### config.mk
export PLATFORM = sky130hd
export DESIGN_NAME = bus_uart_tx
export DESIGN_NICKNAME = d
export VERILOG_FILES = /design/src/rtl/utx_pkg.sv /design/src/rtl/utx_regs.sv /design/src/rtl/utx_shifter.sv /design/src/rtl/bus_uart_tx.sv
export SDC_FILE = /design/constraint.sdc
export NUM_CORES = 1
export LEC_CHECK = 0
export BUFFER_PORTS_ARGS = -buffer_cell sky130_fd_sc_hd__buf_4
export CAP_MARGIN = 20
export CORE_MARGIN = 5
export CORE_UTILIZATION = 30
export CTS_CLUSTER_DIAMETER = 150
export DETAILED_ROUTE_END_ITERATION = 10
export PLACE_DENSITY = 0.52
export SLEW_MARGIN = 5
export SYNTH_ARGS = -nofsm -noshare
export SYNTH_HDL_FRONTEND = slang
export SYNTH_SLANG_ARGS = --single-unit
### constraint.sdc
create_clock -name clk -period 1.79 [get_ports clk]
set_input_delay 0.0895 -clock clk [delete_from_list [all_inputs] [get_ports clk]]
set_output_delay 0.0895 -clock clk [all_outputs]
set_load 0.01 [all_outputs]
### src/rtl/utx_pkg.sv
package utx_pkg;
    typedef enum logic [2:0] {
        ST_IDLE,
        ST_START,
        ST_DATA,
        ST_PARITY,
        ST_STOP
    } tx_state_t;

    typedef struct packed {
        logic       two_stop;
        logic       even;
        logic       par_en;
        logic [1:0] wlen;
    } fmt_t;

    localparam int FMT_W  = 5;
    localparam int TR_BIT = 7;
endpackage

### src/rtl/utx_regs.sv
module utx_regs
    import utx_pkg::*;
#(
    parameter int DW = 8
) (
    input  logic          clk,
    input  logic          clr_n,
    input  logic          sel,
    input  logic          reg_sel,
    input  logic          rd_nwr,
    input  logic          strobe,
    input  logic [DW-1:0] wdata,
    input  logic          load,
    input  logic          shift_empty,
    output fmt_t          fmt,
    output logic          tr,
    output logic [DW-1:0] thr_data,
    output logic          thr_full,
    output logic          pend,
    output logic [DW-1:0] rdata
);
    logic wr_thr, wr_ctrl, rd_stat;
    logic thre, load_d, empty_d;
    logic ev_tr_on, ev_thre, ev_final;

    assign wr_thr  = sel && strobe && !rd_nwr && !reg_sel;
    assign wr_ctrl = sel && strobe && !rd_nwr && reg_sel;
    assign rd_stat = sel && strobe && rd_nwr && reg_sel;

    assign ev_tr_on = wr_ctrl && wdata[TR_BIT] && thre;
    assign ev_thre  = load_d && tr;
    assign ev_final = shift_empty && !empty_d && thre && tr;

    always_ff @(posedge clk or negedge clr_n) begin
        if (!clr_n) begin
            fmt      <= '0;
            tr       <= 1'b0;
            thr_data <= '0;
            thr_full <= 1'b0;
            thre     <= 1'b1;
            load_d   <= 1'b0;
            empty_d  <= 1'b1;
            pend     <= 1'b0;
        end else begin
            load_d  <= load;
            empty_d <= shift_empty;
            if (wr_ctrl) begin
                if (wdata[TR_BIT]) begin
                    tr <= 1'b1;
                end else begin
                    tr  <= 1'b0;
                    fmt <= fmt_t'(wdata[FMT_W-1:0]);
                end
            end
            if (wr_thr) begin
                thr_full <= 1'b1;
                thr_data <= wdata;
            end else if (load) begin
                thr_full <= 1'b0;
            end
            if (wr_thr)      thre <= 1'b0;
            else if (load_d) thre <= 1'b1;
            if (wr_thr || rd_stat)                  pend <= 1'b0;
            else if (ev_tr_on || ev_thre || ev_final) pend <= 1'b1;
        end
    end

    always_comb begin
        rdata = '0;
        if (sel && rd_nwr && reg_sel) begin
            rdata[0] = thre;
            rdata[1] = shift_empty;
            rdata[2] = pend;
        end
    end


    tr_freeze_chk: assert property (@(posedge clk) disable iff (!clr_n)
        (wr_ctrl && wdata[TR_BIT]) |=> $stable(fmt));


    thre_after_load_chk: assert property (@(posedge clk) disable iff (!clr_n)
        (load_d && !wr_thr) |=> thre);


    rd_clears_chk: assert property (@(posedge clk) disable iff (!clr_n)
        rd_stat |=> !pend);
endmodule

### src/rtl/utx_shifter.sv
module utx_shifter
    import utx_pkg::*;
#(
    parameter int DW    = 8,
    parameter int TICKS = 16
) (
    input  logic          clk,
    input  logic          clr_n,
    input  logic          cts_n,
    input  logic          thr_full,
    input  logic [DW-1:0] thr_data,
    input  fmt_t          fmt,
    output logic          load,
    output logic          shift_empty,
    output logic          sdo
);
    localparam int CW       = $clog2(TICKS);
    localparam int IW       = $clog2(DW);
    localparam int MIN_BITS = DW - 3;

    tx_state_t     state, state_d;
    logic [CW-1:0] tick;
    logic [IW-1:0] bit_idx, last_idx;
    logic          stop2;
    logic [DW-1:0] shreg, sent_bits;
    fmt_t          fmt_q;
    logic          bit_end, can_load, par_bit;

    assign bit_end  = (tick == CW'(TICKS - 1));
    assign can_load = thr_full && !cts_n;
    assign last_idx = IW'(MIN_BITS - 1) + IW'(fmt_q.wlen);

    always_comb begin
        for (int i = 0; i < DW; i++) begin
            sent_bits[i] = shreg[i] && (IW'(i) <= last_idx);
        end
        par_bit = (^sent_bits) ^ !fmt_q.even;
    end

    always_comb begin
        state_d = state;
        load    = 1'b0;
        unique case (state)
            ST_IDLE: if (can_load) begin
                load    = 1'b1;
                state_d = ST_START;
            end
            ST_START: if (bit_end) state_d = ST_DATA;
            ST_DATA: if (bit_end && bit_idx == last_idx)
                state_d = fmt_q.par_en ? ST_PARITY : ST_STOP;
            ST_PARITY: if (bit_end) state_d = ST_STOP;
            ST_STOP: if (bit_end && (!fmt_q.two_stop || stop2)) begin
                if (can_load) begin
                    load    = 1'b1;
                    state_d = ST_START;
                end else begin
                    state_d = ST_IDLE;
                end
            end
            default: state_d = ST_IDLE;
        endcase
    end

    always_ff @(posedge clk or negedge clr_n) begin
        if (!clr_n) begin
            state   <= ST_IDLE;
            tick    <= '0;
            bit_idx <= '0;
            stop2   <= 1'b0;
            shreg   <= '0;
            fmt_q   <= '0;
        end else begin
            state <= state_d;
            tick  <= (state == ST_IDLE || bit_end) ? '0 : tick + 1'b1;
            if (load) begin
                shreg <= thr_data;
                fmt_q <= fmt;
            end
            if (state == ST_START)                 bit_idx <= '0;
            else if (state == ST_DATA && bit_end)  bit_idx <= bit_idx + 1'b1;
            if (state == ST_STOP && bit_end)       stop2 <= fmt_q.two_stop && !stop2;
            else if (state != ST_STOP)             stop2 <= 1'b0;
        end
    end

    always_comb begin
        shift_empty = (state == ST_IDLE);
        unique case (state)
            ST_START:  sdo = 1'b0;
            ST_DATA:   sdo = shreg[bit_idx];
            ST_PARITY: sdo = par_bit;
            default:   sdo = 1'b1;
        endcase
    end


    cts_hold_chk: assert property (@(posedge clk) disable iff (!clr_n)
        (state == ST_IDLE && cts_n) |=> (state == ST_IDLE));


    bit_range_chk: assert property (@(posedge clk) disable iff (!clr_n)
        (state == ST_DATA) |-> (bit_idx <= last_idx));
endmodule

### src/rtl/bus_uart_tx.sv
module bus_uart_tx
    import utx_pkg::*;
#(
    parameter int DW    = 8,
    parameter int TICKS = 16
) (
    input  logic          clk,
    input  logic          clr_n,
    input  logic          cs_a,
    input  logic          cs_b,
    input  logic          cs_c,
    input  logic          reg_sel,
    input  logic          rd_nwr,
    input  logic          strobe,
    input  logic [DW-1:0] wdata,
    output logic [DW-1:0] rdata,
    input  logic          cts_n,
    output logic          rts_n,
    output logic          sdo,
    output logic          irq_n
);
    fmt_t          fmt;
    logic          tr, thr_full, pend, load, shift_empty;
    logic [DW-1:0] thr_data;

    utx_regs #(.DW(DW)) u_regs (
        .clk(clk), .clr_n(clr_n), .sel(cs_a && cs_b && cs_c),
        .reg_sel(reg_sel), .rd_nwr(rd_nwr), .strobe(strobe), .wdata(wdata),
        .load(load), .shift_empty(shift_empty), .fmt(fmt), .tr(tr),
        .thr_data(thr_data), .thr_full(thr_full), .pend(pend), .rdata(rdata)
    );

    utx_shifter #(.DW(DW), .TICKS(TICKS)) u_shift (
        .clk(clk), .clr_n(clr_n), .cts_n(cts_n), .thr_full(thr_full),
        .thr_data(thr_data), .fmt(fmt), .load(load),
        .shift_empty(shift_empty), .sdo(sdo)
    );

    assign rts_n = !tr;
    assign irq_n = !(pend && tr);


    final_irq_chk: assert property (@(posedge clk) disable iff (!clr_n)
        ($rose(shift_empty) && tr && !thr_full && !load) |=> ##1 !irq_n);
endmodule

Yosys cells after proc, flatten, opt, wreduce, memory -nomap -nowiden
Cells that the tools add are included.
W data, S select, Z words.
{ "totals": {"ff_bits": 43, "latch_bits": 0, "ramBits": 0, "rom_bits": 0, "in_bits": 17, "output_inout_bits": 11, "word_cells": 127, "mem_count": 0} }
{ "op_classes": {"n_addsub": 3, "mul": 0, "div": 0, "order_cmp": 9, "n_eq_ne": 12, "shifts": 0, "muxes": 27, "n_bitwise": 2, "reduce_logical": 54} }
{ "op_table": {"columns": ["operator", "n"], "rows": [
  ["$logic_and A1 B1 Y1", 31],
  ["$mux W3", 9],
  ["$pmux W3 S5", 1],
  ["$mux W1", 13],
  ["$le A3 B3 Y1 const A", 4],
  ["$ne A2 B1 Y1 const B", 5],
  ["$reduce_bool A2 Y1", 5],
  ["$logic_not A1 Y1", 9],
  ["$reduce_xor A8 Y1", 1],
  ["$eq A3 B2 Y1 const B", 2],
  ["$le A1 B3 Y1 const A", 2],
  ["$le A2 B3 Y1 const A", 2],
  ["$logic_or A1 B1 Y1", 5],
  ["$reduce_and A5 Y1", 1],
  ["$add A4 B1 Y4 const B", 1],
  ["$eq A4 B4 Y1 const B", 1],
  ["$lt A3 B4 Y1 const B", 1],
  ["$mux W4", 1],
  ["$add A3 B1 Y3 const B", 1],
  ["$add A3 B2 Y3 const A", 1],
  ["$bmux W1 S3", 1],
  ["$eq A3 B1 Y1 const B", 1],
  ["$eq A3 B3 Y1", 1],
  ["$eq A3 B3 Y1 const B", 1],
  ["other kinds (7)", 7]
]} }

Longest topological paths before layout
Gate-level depths: netlist of run 1.
{ "depth": {"ltp_word": 11, "depth_mapped": 7, "ltp_nobuf": 6} }

By module
Synthesis of run 1 repeated with hierarchy kept, for this count alone.
{ "hier_totals": {"cells_unflattened": 174, "hier_area_um2": 2142.1} }
{ "by_module_without_submodules": {"columns": ["mod", "n_inst", "cells_per_inst", "area_each_um2"], "rows": [
  ["utx_shifter", 1, 112, 1320.0],
  ["utx_regs", 1, 59, 808.3],
  ["bus_uart_tx", 1, 3, 13.8]
]} }

Worst setup path before layout of run 1
OpenSTA, ideal clock, no wires.
{ "synth_path": {"path_kind": "flip-flop to flip-flop", "startpoint": "register u_shift.tick[0]", "endpoint": "register u_shift.state[1]", "setup_time_ns": 0.126, "t_arrival_ns": 1.522, "path_slack_ns": 0.142, "path_stages_with_launch": 7, "path_buffers": 0, "synth_period_minus_slack_ns": 1.648, "path_cell_list": "dfrtp_1 > ha_1 > nand3_2 > o21ai_4 > o21ai_1 > a22o_1 > a221o_1"} }
{ "synth_via": {"elab_chain_cells": 4, "elab_cells_between_ends": 8, "classes_between": "eq/ne: 5; reduce/logical: 3"} }
{ "synth_lines": {"columns": ["item", "line_no", "rtl"], "rows": [
  ["from (decl)", "utx_shifter.sv:22", "logic [CW-1:0] tick;"],
  ["from (signal assigned)", "utx_shifter.sv:74", "tick <= (state == ST_IDLE || bit_end) ? '0 : tick + 1'b1;"],
  ["$eq A4 B4 Y1 (*)", "utx_shifter.sv:29", "assign bit_end = (tick == CW'(TICKS - 1));"],
  ["$logic_and A1 B1 Y1 (on tied branches)", "utx_shifter.sv:49, utx_shifter.sv:52", null],
  ["$ne A2 B1 Y1 (no source line)", null, null],
  ["$reduce_and A5 Y1 (no source line) (*)", null, null],
  ["to (signal assigned)", "utx_shifter.sv:73", "state <= state_d;"],
  ["to (decl)", "utx_shifter.sv:21", "tx_state_t state, state_d;"]
]} }
Mark *: on every way between the ends. The rest lies on a longest branch, timed or not.
A chain may end at the register's enable or synchronous reset.

Worst setup path after layout of run 1
{ "layout_path": {"startpoint": "register u_shift.shreg[7]", "endpoint": "output port sdo"} }
{ "layout_via": {"elab_chain_cells": 4, "elab_cells_between_ends": 6, "classes_between": "mux: 3; bitwise: 1; reduce/logical: 2"} }
{ "layout_lines": {"columns": ["item", "line_no", "rtl"], "rows": [
  ["from (decl)", "utx_shifter.sv:25", "logic [DW-1:0] shreg, sent_bits;"],
  ["from (signal assigned)", "utx_shifter.sv:76", "shreg <= thr_data;"],
  ["$logic_and A1 B1 Y1", "utx_shifter.sv:35", "sent_bits[i] = shreg[i] && (IW'(i) <= last_idx);"],
  ["$reduce_xor A8 Y1", "utx_shifter.sv:37", "par_bit = (^sent_bits) ^ !fmt_q.even;"],
  ["$xor A1 B1 Y1", "utx_shifter.sv:37", null],
  ["$pmux W1 S3 (*)", "utx_shifter.sv:88", "unique case (state)"],
  ["to (decl)", "bus_uart_tx.sv:19", "output logic sdo,"]
]} }
Mark *: on every way between the ends. The rest lies on a longest branch, timed or not. The select of a mux whose other input is x is not followed.

==> reports/summary.txt, run 1 <==
Number of routed nets with antenna violations = 0
Top cell type's share of synthesized area = 47.9%
Global route total overflow = 0
WS Path Type = reg -> out
Top post-synthesis cells by area = dfrtp_1 48%, mux2_2 13%, xnor2_1 3.3%
Worst slew pin tran = 0.542 ns
Clock sinks = 43
Fin. max-slew vios = 0
Synth top cells by count = 41 x dfrtp_1, 24 x mux2_2, 14 x nor2_1
Worst Clk Skew = 0.00540 ns
Max incr delay on CP = 0.44 ns
Synth Register Bits = 43
LEAKAGE = 1.19 nW
Final setup fails = 1
WL/cell = 13.5 µm
RSZ-0062 raised after global routing = yes
H-tree Lvls = 2
Nets = 245
Average size of a mapped cell = 11.5 µm²
Port Buf Inserts = 22
Pre-Repair DR Iteration Count = 4
Slew HR = 63.6%
Root buf cell = clkbuf_8
Async S/R FF share, synth = 100%
Worst IR drop on VDD = 0.463 mV
Pwr per Cell Area = 1170 nW/µm²
Overall routed net length = 4360 µm
Max-cap violations = 0
Syn Inst Count = 186
CTS tree = built
Fin. Hold Viols = 0
Worst path required time = 1.70 ns
Reg2reg path depth = 6
Tot Pwr = 3.11 mW
Worst Hold Path Cells = 2
Critical Path Fanout Max = 5
Total number of vias = 1489
Initial Util = 31.2%
# DRC = 0
Non-Filler Instances = 323
Crit end category = output pin
Most frequent cell after synthesis = dfrtp_1
Critical Path Stages = 6
Clock Tree Buf Depth = 2
Global-route wire length before repair = 7220 µm
Vias in the first global route = 1437
Vertical die dimension = 94.5 µm
Distinct cells, synth = 46
Crit path arrival time = 1.76 ns
Worst-path clk slew = 0.08 ns
Post-synth EDFFs = 0
Vias per cell = 4.61
Row count = 30
Die X = 94.5 µm
Cell area after synthesis = 2140 µm²
Top FF cell, synth = dfrtp_1
Total CTS buffers = 5
CP max stage cell = dfrtp_2
Area leader, netlist = dfrtp_1
Placed cells = 307
Number of diodes = 0
Violated checks = negative setup slack
Area of the multi-input gates = 1020 µm²
Register area = 1080 µm²
Fill cells = 691
Period Utilization, post-route = 103%
Hold WS = 0.0325 ns
Clk_lat worst skew = 0.29 ns
Max Clk Rate = 0.541 GHz
CP Launch Type = flip-flop
Setup tns final = -0.0568 ns
Top Ports = 28
Yosys warns = 0
Synth-to-Final Area Change = 24.3%
Fraction of layout instances using a drive strength above 1 = 38.3%
Status = complete, but fails checks
Detail Placement HPWL = 3220 µm
Antenna violations before repair = 0
WP buf/inv = 1
CORE AREA = 6870 µm²
Final setup margin = -0.0568 ns
Largest net degree at the start of global routing = 44
Initial drt markers = 92
Worst min-delay path category = in -> reg
Seq/Total Area, Yosys = 50.4%
Total global routing track utilization = 10.4%
Gpl congestion = 0.765
Delay-heaviest family, CP = flip-flops
Die area = 8930 µm²
Crit-path cells = xor2_1, a21oi_1, a311oi_2, and4_1, nor3_2, buf_4
Fin crit period = 1.85 ns
-- registers in the layout, summed over array words and instances (netlist names) --
signal           count
u_shift.shreg        8
u_shift.tick         4
u_regs.pend          1
u_regs.thre          1
u_regs.tr            1
u_regs.fmt           5
u_regs.thr_full      1
u_shift.state        3
u_shift.bit_idx      3
u_shift.stop2        1
u_regs.load_d        1
u_regs.thr_data      8
u_shift.fmt_q        5
u_regs.empty_d       1
-- metal layers --
metal	vias to the layer above	routed length (µm)	share of wire [%]	GRT usage (%)
li1	732	-	-	-
met1	731	2050	47	14.2
met2	22	2110	48	16.5
met3	4	163	3.7	2.63
met4	0	43	0.99	2.88
met5	-	0	0	0
-- per-stage QoR --
step | utilization [%] | instance area, µm² | setup slack (ns)
final | 38.8 | 2660 | -0.0568
after global routing | 38.8 | 2660 | -0.170
after CTS | 37.9 | 2600 | -0.0822
after detailed placement | 35.6 | 2450 | 0.0383
after global placement | 35.6 | 2450 | 0.101
after floorplan | - | 2160 | 0.142
-- power breakdown --
group	switching (mW)	leakage (nW)	total (mW)	internal, mW
Clock	0.312	0.0524	0.730	0.418
Sequential	0.201	0.552	1.42	1.22
Combinational	0.428	0.586	0.951	0.523
Total	0.941	1.19	3.11	2.16
-- repair_timing --
item | CTS | global route
buffers inserted | 1 | 5
pin swaps | 3 | 6
setup endpoints to repair | 2 | 4
hold endpoints to repair | 42 | 0
resized for setup | 4 | 8
cloned | 0 | 0
hold buffers | 2 | 0
-- worst reg2reg max path, cell delays in order, from the launching register on --
cell	delay, ns
dfrtp_1	0.38
ha_2	0.22
nand3_2	0.10
o21ai_4	0.19
o21ai_1	0.10
a22o_1	0.25
a221o_1	0.35
-- path summary, 6_finish.rpt --
| kind | end | slack (ns) | from |
|---|---|---|---|
| worst max-delay path | sdo | -0.06 | u_shift.shreg[7] |
| worst min-delay path | u_regs.thr_data[6] | 0.03 | wdata[6] |
| worst max register to register | u_shift.state[1] | 0.10 | u_shift.tick[0] |
| worst min register to register | u_shift.tick[0] | 0.47 | u_shift.tick[0] |
| max in group asynchronous | u_shift.state[1] | 1.07 | clr_n |
| min in group asynchronous | u_regs.pend | 0.32 | clr_n |
-- cell families (layout without fill, tap and decap cells) --
group           after synthesis  after routing  share of synthesized area (%)
compound gates               29             29                           9.05
xor+xnor                     12             12                           4.91
fa+ha+maj                     2              2                           1.17
buf+inv                      18             55                           4.26
flops                        43             43                           50.4
mux                          28             28                           15.7
other cells                   1              5                          0.175
simple gates                 53             53                           14.4
-- cells in the final DEF, fill, tap and decap left out, types with 6 or more instances in the layout --
cell,synthesis,final
buf_4,5,37
xnor2_1,8,8
mux2_2,24,24
nand3_1,6,6
dfrtp_1,41,36
inv_1,8,8
nand2_1,9,9
o21ai_0,10,10
nor2_1,14,14
a21oi_1,6,6
-- layout make-up --
class                           count  share of cell area, %
Timing Repair Buffer               39                   11.2
Multi-Input combinational cell    129                   38.4
Inverter                            8                   1.13
Clock buffer                        7                   2.87
Sequential cell                    43                   40.7
Tap cell                           96                   4.51
Clock inverter                      1                   1.13
Note: power is estimated with default switching activity, not from simulation.
==> inputs of run 2 (changes only) <==
--- a/config.mk
+++ b/config.mk
@@ -12,6 +12,7 @@
 export CTS_CLUSTER_DIAMETER = 150
 export DETAILED_ROUTE_END_ITERATION = 10
 export PLACE_DENSITY = 0.52
+export RECOVER_POWER = 100
 export SLEW_MARGIN = 5
 export SYNTH_ARGS = -nofsm -noshare
 export SYNTH_HDL_FRONTEND = slang
==> run 2 against run 1 <==
  * The flow still finishes with violations (negative setup slack)
  * Combinational power down 3.6%
  * First-iteration DRC count down 6.5%
  * Utilization down 0.71 points
  * Routed wire length unchanged
  * Hold slack about the same
  * Via count down 0.81%
  * Cell count unchanged
  * Critical path type unchanged
  * Register-to-register slack worse by 0.07 ns
==> reports/summary.txt, run 2 (same netlist as run 1, synthesis figures left out) <==
Final setup margin = -0.0487 ns (was -0.0568 ns)
H-tree Lvls = 2 (unchanged)
Overall routed net length = 4360 µm (unchanged)
Gpl congestion = 0.765 (unchanged)
Initial Util = 31.2% (unchanged)
Pwr per Cell Area = 1170 nW/µm² (about the same)
Period Utilization, post-route = 103% (about the same)
Worst min-delay path category = in -> reg (unchanged)
Worst Clk Skew = 0.00447 ns (was 0.00540 ns)
Most frequent cells in the layout = 37 x dfrtp_1, 25 x buf_4, 24 x mux2_2, 14 x nor2_1 (was 37 x buf_4, 36 x dfrtp_1, 24 x mux2_2, 14 x nor2_1, 10 x o21ai_0)
Root buf cell = clkbuf_8 (unchanged)
Global route total overflow = 0 (unchanged)
Non-Filler Instances = 323 (unchanged)
CTS tree = built (unchanged)
Pre-Repair DR Iteration Count = 4 (unchanged)
Placed cells = 307 (unchanged)
Clk_lat worst skew = 0.29 ns (about the same)
# DRC = 0 (unchanged)
Top Ports = 28 (unchanged)
Detail Placement HPWL = 3220 µm (unchanged)
Fin. max-slew vios = 0 (unchanged)
Global-route wire length before repair = 7220 µm (unchanged)
CORE AREA = 6870 µm² (unchanged)
Worst path required time = 1.70 ns (about the same)
Crit path arrival time = 1.75 ns (was 1.76 ns)
Initial drt markers = 86 (was 92)
Clock Tree Buf Depth = 2 (unchanged)
CP Launch Type = flip-flop (unchanged)
Status = complete, but fails checks (unchanged)
Synth-to-Final Area Change = 22.0% (was 24.3%)
LEAKAGE = 1.16 nW (was 1.19 nW)
Total global routing track utilization = 10.4% (unchanged)
Fin. Hold Viols = 0 (unchanged)
Worst reg2reg setup slack = 0.03 ns (was 0.10 ns)
Max Clk Rate = 0.544 GHz (was 0.541 GHz)
Max-cap violations = 0 (unchanged)
Critical Path Fanout Max = 5 (unchanged)
Worst slew pin tran = 1.05 ns (was 0.542 ns)
Largest registers = u_regs.thr_data: 8 flops, u_shift.shreg: 8 flops (unchanged)
Nets = 245 (unchanged)
Die X = 94.5 µm (unchanged)
Total CTS buffers = 5 (unchanged)
Largest net degree at the start of global routing = 44 (unchanged)
Total number of vias = 1477 (was 1489)
Port Buf Inserts = 22 (unchanged)
Crit end category = output pin (unchanged)
Design Area, Final = 2610 µm² (was 2660 µm²)
Number of diodes = 0 (unchanged)
WS Path Type = reg -> out (unchanged)
Antenna violations before repair = 0 (unchanged)
Vertical die dimension = 94.5 µm (unchanged)
Die area = 8930 µm² (unchanged)
Placed instance area = 2450 µm² (unchanged)
Worst-path clk slew = 0.08 ns (about the same)
Worst IR drop on VDD = 0.461 mV (was 0.463 mV)
Clock sinks = 43 (unchanged)
RSZ-0062 raised after global routing = yes (unchanged)
WL/cell = 13.5 µm (unchanged)
Tot Pwr = 3.07 mW (was 3.11 mW)
Most common cell after layout, fill and taps aside = dfrtp_1 (was buf_4)
Final core occ = 38.1% (was 38.8%)
Violated checks = negative setup slack (unchanged)
Fin crit period = 1.84 ns (was 1.85 ns)
Vias per cell = 4.57 (was 4.61)
Final setup fails = 1 (unchanged)
Number of routed nets with antenna violations = 0 (unchanged)
Fraction of layout instances using a drive strength above 1 = 33.0% (was 38.3%)
Setup tns final = -0.0487 ns (was -0.0568 ns)
Row count = 30 (unchanged)
Vias in the first global route = 1437 (unchanged)
Slew HR = 30.1% (was 63.6%)
[run 2: cell count changes in the layout (fill, tap and decap cells not counted), sizes merged]
cell	delta
buf	-11
clkbuf	+11
[run 2: final timing paths]
kind / start / end / cells past startpoint
worst max-delay path: u_shift.shreg[7] / sdo / 6
worst min-delay path: wdata[6] / u_regs.thr_data[6] / 2
worst max register to register: u_shift.tick[0] / u_shift.shreg[4] / 7
worst min register to register: u_shift.tick[0] / u_shift.tick[0] / 1
max in group asynchronous: clr_n / u_shift.state[2] / 2
min in group asynchronous: clr_n / u_regs.thr_data[7] / 2
[run 2: area by class of cell]
cell class,count,area [µm²]
Clock buffer,7,76.3
Clock inverter,1,30.0
Fill cell,700,4260
Inverter,8,30.0
Multi-Input combinational cell,129,1010
Sequential cell,43,1080
Tap cell,96,120
Timing Repair Buffer,39,263
[run 2: what timing repair did]
item / in CTS / in global routing
endpoints found under the hold margin: 42 / 0
endpoints found under the setup margin: 2 / 4
buffers inserted: 1 / 5
pin swaps: 3 / 6
hold buffers: 2 / 0
resized for setup: 4 / 8
[run 2: worst max-delay path, stage by stage, from the launching register on]
cell      delay, ns
dfrtp_2        0.44
xor2_1         0.16
a21oi_1        0.09
a311oi_2       0.34
and4_1         0.26
nor3_2         0.04
buf_4          0.14
[run 2: per-stage QoR]
step | hold slack [ns] | setup WS (ns)
after detailed placement | 0.116 | 0.0383
after floorplan | -0.206 | 0.142
after CTS | 0.0183 | -0.0822
after global routing | 0.0177 | -0.170
after global placement | 0.118 | 0.101
final | 0.0326 | -0.0487
[run 2: power by group]
group | leakage (nW) | switching, mW | internal, mW | total (mW)
logic | 0.554 | 0.423 | 0.494 | 0.917
clock network | 0.0524 | 0.311 | 0.418 | 0.728
registers | 0.553 | 0.201 | 1.22 | 1.42
total | 1.16 | 0.934 | 2.13 | 3.07
[run 2: layer usage]
layer / global-route usage [%] / routed length, µm / part of all wire, %
met5: 0 / 0 / 0
met3: 2.63 / 168 / 3.8
met1: 14.2 / 2040 / 47
met2: 16.5 / 2110 / 48
met4: 2.88 / 43 / 0.99
